File: src/rtl/int_div_pkg.sv
package int_div_pkg;
  typedef enum logic [1:0] {
    CAUSE_NONE = 2'b00,
    CAUSE_ZERO = 2'b01,
    CAUSE_OVF  = 2'b10
  } div_cause_e;
endpackage

File: src/rtl/div_check.sv
// Operand screening and magnitude extraction, purely combinational.
module div_check #(
  parameter int WIDTH = 32
) (
  input  logic             signed_i,
  input  logic [WIDTH-1:0] dividend_i,
  input  logic [WIDTH-1:0] divisor_i,
  output logic             zero_o,
  output logic             ovf_o,
  output logic             neg_o,
  output logic [WIDTH-1:0] num_mag_o,
  output logic [WIDTH-1:0] den_mag_o
);
  localparam logic [WIDTH-1:0] MOST_NEG = {1'b1, {(WIDTH-1){1'b0}}};
  localparam logic [WIDTH-1:0] ALL_ONES = '1;

  logic num_neg, den_neg;

  always_comb begin
    num_neg   = signed_i & dividend_i[WIDTH-1];
    den_neg   = signed_i & divisor_i[WIDTH-1];
    zero_o    = (divisor_i == '0);
    ovf_o     = signed_i && (dividend_i == MOST_NEG) && (divisor_i == ALL_ONES);
    neg_o     = num_neg ^ den_neg;
    num_mag_o = num_neg ? (~dividend_i + 1'b1) : dividend_i;
    den_mag_o = den_neg ? (~divisor_i + 1'b1) : divisor_i;
  end
endmodule

File: src/rtl/div_core.sv
// Radix-2 restoring loop on magnitudes, sign fix applied on the last step.
module div_core #(
  parameter int WIDTH = 32
) (
  input  logic             clk_i,
  input  logic             rst_ni,
  input  logic             load_i,
  input  logic             neg_i,
  input  logic [WIDTH-1:0] num_i,
  input  logic [WIDTH-1:0] den_i,
  output logic             busy_o,
  output logic             done_o,
  output logic [WIDTH-1:0] quot_o
);
  localparam int CNT_W = (WIDTH > 1) ? $clog2(WIDTH) : 1;
  localparam logic [CNT_W-1:0] LAST = CNT_W'(WIDTH - 1);

  logic             busy_q, done_q, neg_q;
  logic [CNT_W-1:0] cnt_q;
  logic [WIDTH-1:0] rem_q, q_q, den_q, quot_q;

  logic [WIDTH:0]   shifted, diff;
  logic             take;
  logic [WIDTH-1:0] rem_n, q_n;

  always_comb begin
    shifted = {rem_q, q_q[WIDTH-1]};
    diff    = shifted - {1'b0, den_q};
    take    = ~diff[WIDTH];
    rem_n   = take ? diff[WIDTH-1:0] : shifted[WIDTH-1:0];
    q_n     = {q_q[WIDTH-2:0], take};
  end

  always_ff @(posedge clk_i or negedge rst_ni) begin
    if (!rst_ni) begin
      busy_q <= 1'b0;
      done_q <= 1'b0;
      neg_q  <= 1'b0;
      cnt_q  <= '0;
      rem_q  <= '0;
      q_q    <= '0;
      den_q  <= '0;
      quot_q <= '0;
    end else begin
      done_q <= 1'b0;
      if (load_i) begin
        busy_q <= 1'b1;
        cnt_q  <= '0;
        rem_q  <= '0;
        q_q    <= num_i;
        den_q  <= den_i;
        neg_q  <= neg_i;
      end else if (busy_q) begin
        rem_q <= rem_n;
        q_q   <= q_n;
        cnt_q <= cnt_q + 1'b1;
        if (cnt_q == LAST) begin
          busy_q <= 1'b0;
          done_q <= 1'b1;
          quot_q <= neg_q ? (~q_n + 1'b1) : q_n;
        end
      end
    end
  end

  assign busy_o = busy_q;
  assign done_o = done_q;
  assign quot_o = quot_q;
endmodule

File: src/rtl/int_div.sv
module int_div
  import int_div_pkg::*;
#(
  parameter int WIDTH = 32
) (
  input  logic             clk_i,
  input  logic             rst_ni,
  input  logic             start_i,
  input  logic             signed_i,
  input  logic [WIDTH-1:0] dividend_i,
  input  logic [WIDTH-1:0] divisor_i,
  input  logic [WIDTH-1:0] pc_i,
  output logic             busy_o,
  output logic             done_o,
  output logic [WIDTH-1:0] quot_o,
  output logic             exc_o,
  output logic [1:0]       exc_cause_o,
  output logic [WIDTH-1:0] exc_pc_o
);
  logic             zero, ovf, neg, accept, fault, load;
  logic [WIDTH-1:0] num_mag, den_mag;
  logic             exc_q;
  div_cause_e       cause_q;
  logic [WIDTH-1:0] pc_q;

  div_check #(.WIDTH(WIDTH)) u_check (
    .signed_i  (signed_i),
    .dividend_i(dividend_i),
    .divisor_i (divisor_i),
    .zero_o    (zero),
    .ovf_o     (ovf),
    .neg_o     (neg),
    .num_mag_o (num_mag),
    .den_mag_o (den_mag)
  );

  assign accept = start_i & ~busy_o;
  assign fault  = accept & (zero | ovf);
  assign load   = accept & ~fault;

  div_core #(.WIDTH(WIDTH)) u_core (
    .clk_i (clk_i),
    .rst_ni(rst_ni),
    .load_i(load),
    .neg_i (neg),
    .num_i (num_mag),
    .den_i (den_mag),
    .busy_o(busy_o),
    .done_o(done_o),
    .quot_o(quot_o)
  );

  // Exception response registered at the accepting edge; loop never starts.
  always_ff @(posedge clk_i or negedge rst_ni) begin
    if (!rst_ni) begin
      exc_q   <= 1'b0;
      cause_q <= CAUSE_NONE;
      pc_q    <= '0;
    end else begin
      exc_q <= fault;
      if (fault) begin
        cause_q <= zero ? CAUSE_ZERO : CAUSE_OVF;
        pc_q    <= pc_i;
      end
    end
  end

  assign exc_o       = exc_q;
  assign exc_cause_o = exc_q ? cause_q : CAUSE_NONE;
  assign exc_pc_o    = pc_q;
endmodule

File: config.mk
export PLATFORM = sky130hd
export DESIGN_NAME = int_div
export DESIGN_NICKNAME = d
export VERILOG_FILES = /design/src/rtl/int_div_pkg.sv /design/src/rtl/div_check.sv /design/src/rtl/div_core.sv /design/src/rtl/int_div.sv
export SDC_FILE = /design/constraint.sdc
export NUM_CORES = 1
export LEC_CHECK = 0
export BUFFER_PORTS_ARGS = -buffer_cell sky130_fd_sc_hd__buf_2
export CAP_MARGIN = 20
export CORE_ASPECT_RATIO = 1.75
export CORE_MARGIN = 1.5
export CORE_UTILIZATION = 58
export DETAILED_ROUTE_END_ITERATION = 10
export GPL_ROUTABILITY_DRIVEN = 0
export PLACE_DENSITY = 0.79
export SLEW_MARGIN = 20
export SYNTH_ARGS = -nofsm -noshare
export SYNTH_HDL_FRONTEND = slang
export SYNTH_SLANG_ARGS = --single-unit
File: constraint.sdc
create_clock -name clk_i -period 6.4 [get_ports clk_i]
set_clock_uncertainty 0.1 [all_clocks]
set_input_delay 1.28 -clock clk_i [delete_from_list [all_inputs] [get_ports clk_i]]
set_output_delay 1.28 -clock clk_i [all_outputs]
set_load 0.05 [all_outputs]
==> results.txt <==
Total CTS buffers - 17
Mapped cell area - 0.0108 mm^2
Total grt overflow - 0
Leakage dissipation - 5.95 nW
Setup TNS - 0 ns
Pwr dens - 591 mW/mm^2
Initial Util - 59.3%
Placed inst area - 0.0117 mm^2
FFs w/ async S/R, synth - 100%
Required time worst endpoint - 6.59 ns
Post-Route WL - 28000 um
Via count - 9548
Htree depth - 4
TritonCTS clock tree - yes
# diodes - 0
NetSw - 3.47 mW
DRT iter0 DRCs - 537
Global-route wire length before repair - 45300 um
Initial antenna violation count - 0
Cell area after layout - 0.0123 mm^2
Synth Net Count - 1372
Post-DP HPWL - 20300 um
Max_cap viols - 0
Post-synthesis sequential area ratio - 39.8%
Primary FF master, synth - dfrtp_1
Slew Viols, Final - 0
Die Span X - 106 um
Pin count of the biggest net entering global routing - 96
# IOs - 169
Layout net count - 1511
Worst EP arrival - 5.62 ns
RSZ-0062 raised after global routing - false
TritonRoute pass-1 iters - 5
CTS root buf - clkbuf_16
DR vias/cell - 5.90
Unique masters post-synth - 73
Clk sink count - 171
Yosys Warn Count - 0
Die Y - 183 um
CTS max path bufs - 2
Routed len/inst - 17.3 um
Ratio of final minimum period to clock period - 84.7%
CP endpoint kind - register
Maximum clock rate - 184 MHz
Min-Delay Path Class - register to register
Core area - 0.0181 mm^2
Worst-path fanout max - 20
Buffers on Ports - 168
Sequential group share of total power - 26.2%
Avg Cell Area, Syn - 8.72 um^2
Minimum period implied by the final worst setup slack - 5.42 ns
Endpoints failing setup - 0
Antenna-violating nets left - 0
Post-CTS Setup Bufs - 0
Gr usage total - 29.6%
CTS clk-pin slew, worst paths - 0.07 ns
Placed cell count - 1587
Hold Violations, Final - 0
Post-layout util - 67.6%
Setup Crit Path Kind - register to register
Relative slew slack - 42.1%
FP Rows - 65
Startpoint Class - register
Cells after Synth - 1233
Die area - 0.0194 mm^2
Share of cells above drive strength 1 - 17.0%
Switching Share - 47.8%
Clk_lat worst skew - 0.43 ns
# DRC - 0
Slew @ Worst Pin - 0.869 ns
Highest ir drop seen on vdd - 0.458 mV
Hold_ws - 0.364 ns
Clock power frac - 13.9%
Internal - 3.79 mW
Layout area overhead - 14.0%
Non-Filler Instances - 1618
Combinational Power Share - 59.9%
Gates resized, CTS repair - 0
Vias in the first global route - 9686
Outcome - complete, no violations
Hold_buf cts - 0
Flops & latches, synth - 171
Post-synth EDFFs - 0
-- critical path, cell delays in order (launching register included) --
cell,delay (ns)
dfrtp_1,0.38
ha_1,0.23
fa_1,0.41
nand2b_1,0.18
a21o_1,0.18
a21oi_1,0.35
o21ai_1,0.22
nor3_1,0.36
nor3_4,0.06
inv_2,0.36
ha_1,0.28
nand2_1,0.08
or2_2,0.31
or3_4,0.41
or3_4,0.39
or4_4,0.49
o31ai_2,0.22
xor2_1,0.17
o21ai_1,0.07
-- Yosys cell counts, types with 4 or more instances --
cell type	n	area, um^2
a211oi_1	5	37.5
a21o_1	19	143
a21oi_1	66	330
a31oi_1	9	56.3
and2_1	5	31.3
and3_1	7	43.8
clkbuf_1	47	176
dfrtp_1	171	4280
ha_1	38	475
inv_1	51	191
mux2i_1	49	490
nand2_1	240	901
nand2b_1	16	100
nand3_1	18	90.1
nand4_1	12	75.1
nor2_1	47	176
nor2b_1	7	43.8
nor3_1	23	115
nor4_1	9	56.3
o211ai_1	6	45.0
o21a_1	8	60.1
o21ai_0	78	390
o21ai_1	47	235
o2bb2ai_1	22	193
o31ai_1	21	158
o41ai_1	8	70.1
or2_2	4	25.0
or3_1	11	68.8
or4_1	7	52.6
xnor2_1	49	429
xor2_1	66	578
-- stage by stage --
step | setup slack, ns | power [mW]
final | 0.977 | 7.25
after global routing | 0.752 | 7.79
after CTS | 1.04 | 7.22
after detailed placement | 1.13 | 6.15
after global placement | 1.24 | 6.02
after floorplan | 1.69 | 5.21
-- cells in the final DEF (no fill, tap or decap), types with 8 or more instances in the layout --
| cell | Yosys | layout |
|---|---|---|
| clkbuf_16 | 0 | 17 |
| xor2_1 | 66 | 66 |
| nor2_1 | 47 | 47 |
| nand2_1 | 240 | 239 |
| o21ai_1 | 47 | 47 |
| o41ai_1 | 8 | 8 |
| nor4_1 | 9 | 9 |
| o21ai_0 | 78 | 78 |
| dfrtp_1 | 171 | 170 |
| ha_1 | 38 | 38 |
| mux2i_1 | 49 | 49 |
| nand4_1 | 12 | 12 |
| inv_1 | 51 | 51 |
| nand3_1 | 18 | 18 |
| o2bb2ai_1 | 22 | 22 |
| a21o_1 | 19 | 19 |
| a31oi_1 | 9 | 9 |
| or3_1 | 11 | 11 |
| xnor2_1 | 49 | 49 |
| nand2b_1 | 16 | 16 |
| a21oi_1 | 66 | 66 |
| buf_2 | 3 | 167 |
| buf_4 | 1 | 11 |
| o31ai_1 | 21 | 21 |
| nor3_1 | 23 | 23 |
| o21a_1 | 8 | 8 |
-- layout make-up --
class | count | area, um^2
multi-input cells | 951 | 6000
flip-flops and latches | 171 | 4280
clock inverters | 14 | 141
fillers | 1532 | 5870
inverters | 52 | 195
clock buffers | 17 | 425
repair buffers | 179 | 930
well taps | 234 | 293
-- routing by layer --
metal,GRT usage [%],routed length (um),vias to the layer above
met2,55.4,15200,303
met5,0,0,-
met4,16.8,1220,0
li1,-,-,4601
met1,31.4,10400,4564
met3,3.91,1170,80
-- power groups by stage --
stage | sequential [mW] | combinational (mW) | clock, mW
2_1_floorplan | 2.13 | 3.08 | 0
3_3_place_gp | 1.89 | 4.13 | 0
3_5_place_dp | 1.91 | 4.25 | 0
4_1_cts | 1.89 | 4.31 | 1.02
5_1_grt | 1.95 | 4.78 | 1.06
6_report | 1.90 | 4.34 | 1.01
-- worst paths after layout --
path,slack [ns],end,cells past startpoint,start
max in group asynchronous,4.17,exc_pc_o[21],2,rst_ni
setup reg to reg,0.98,u_core.quot_o[26],18,u_core.den_q[0]
min in group asynchronous,0.83,u_core.quot_o[31],1,rst_ni
setup / recovery,0.98,u_core.quot_o[26],18,u_core.den_q[0]
hold / removal,0.36,exc_pc_o[28],2,exc_pc_o[28]
hold reg to reg,0.36,exc_pc_o[28],2,exc_pc_o[28]
-- logic make-up after synthesis --
logic type / Yosys count / share of synthesized area, %
compound gates: 323 / 19.0
xor+xnor: 115 / 9.36
fa+ha+maj: 39 / 4.61
buf+inv: 111 / 4.55
flops: 171 / 39.8
mux: 49 / 4.56
simple gates: 425 / 18.1
-- registers in the layout, indices dropped and copies added (netlist names) --
| name | flops |
|---|---|
| u_core.cnt_q | 5 |
| u_core.rem_q | 32 |
| u_core.den_q | 32 |
| cause_q | 2 |
| u_core.quot_o | 32 |
| u_core.done_o | 1 |
| exc_o | 1 |
| u_core.q_q | 32 |
| u_core.neg_q | 1 |
| exc_pc_o | 32 |
| u_core.busy_o | 1 |
No activity file was read; power rests on OpenSTA's default activity.
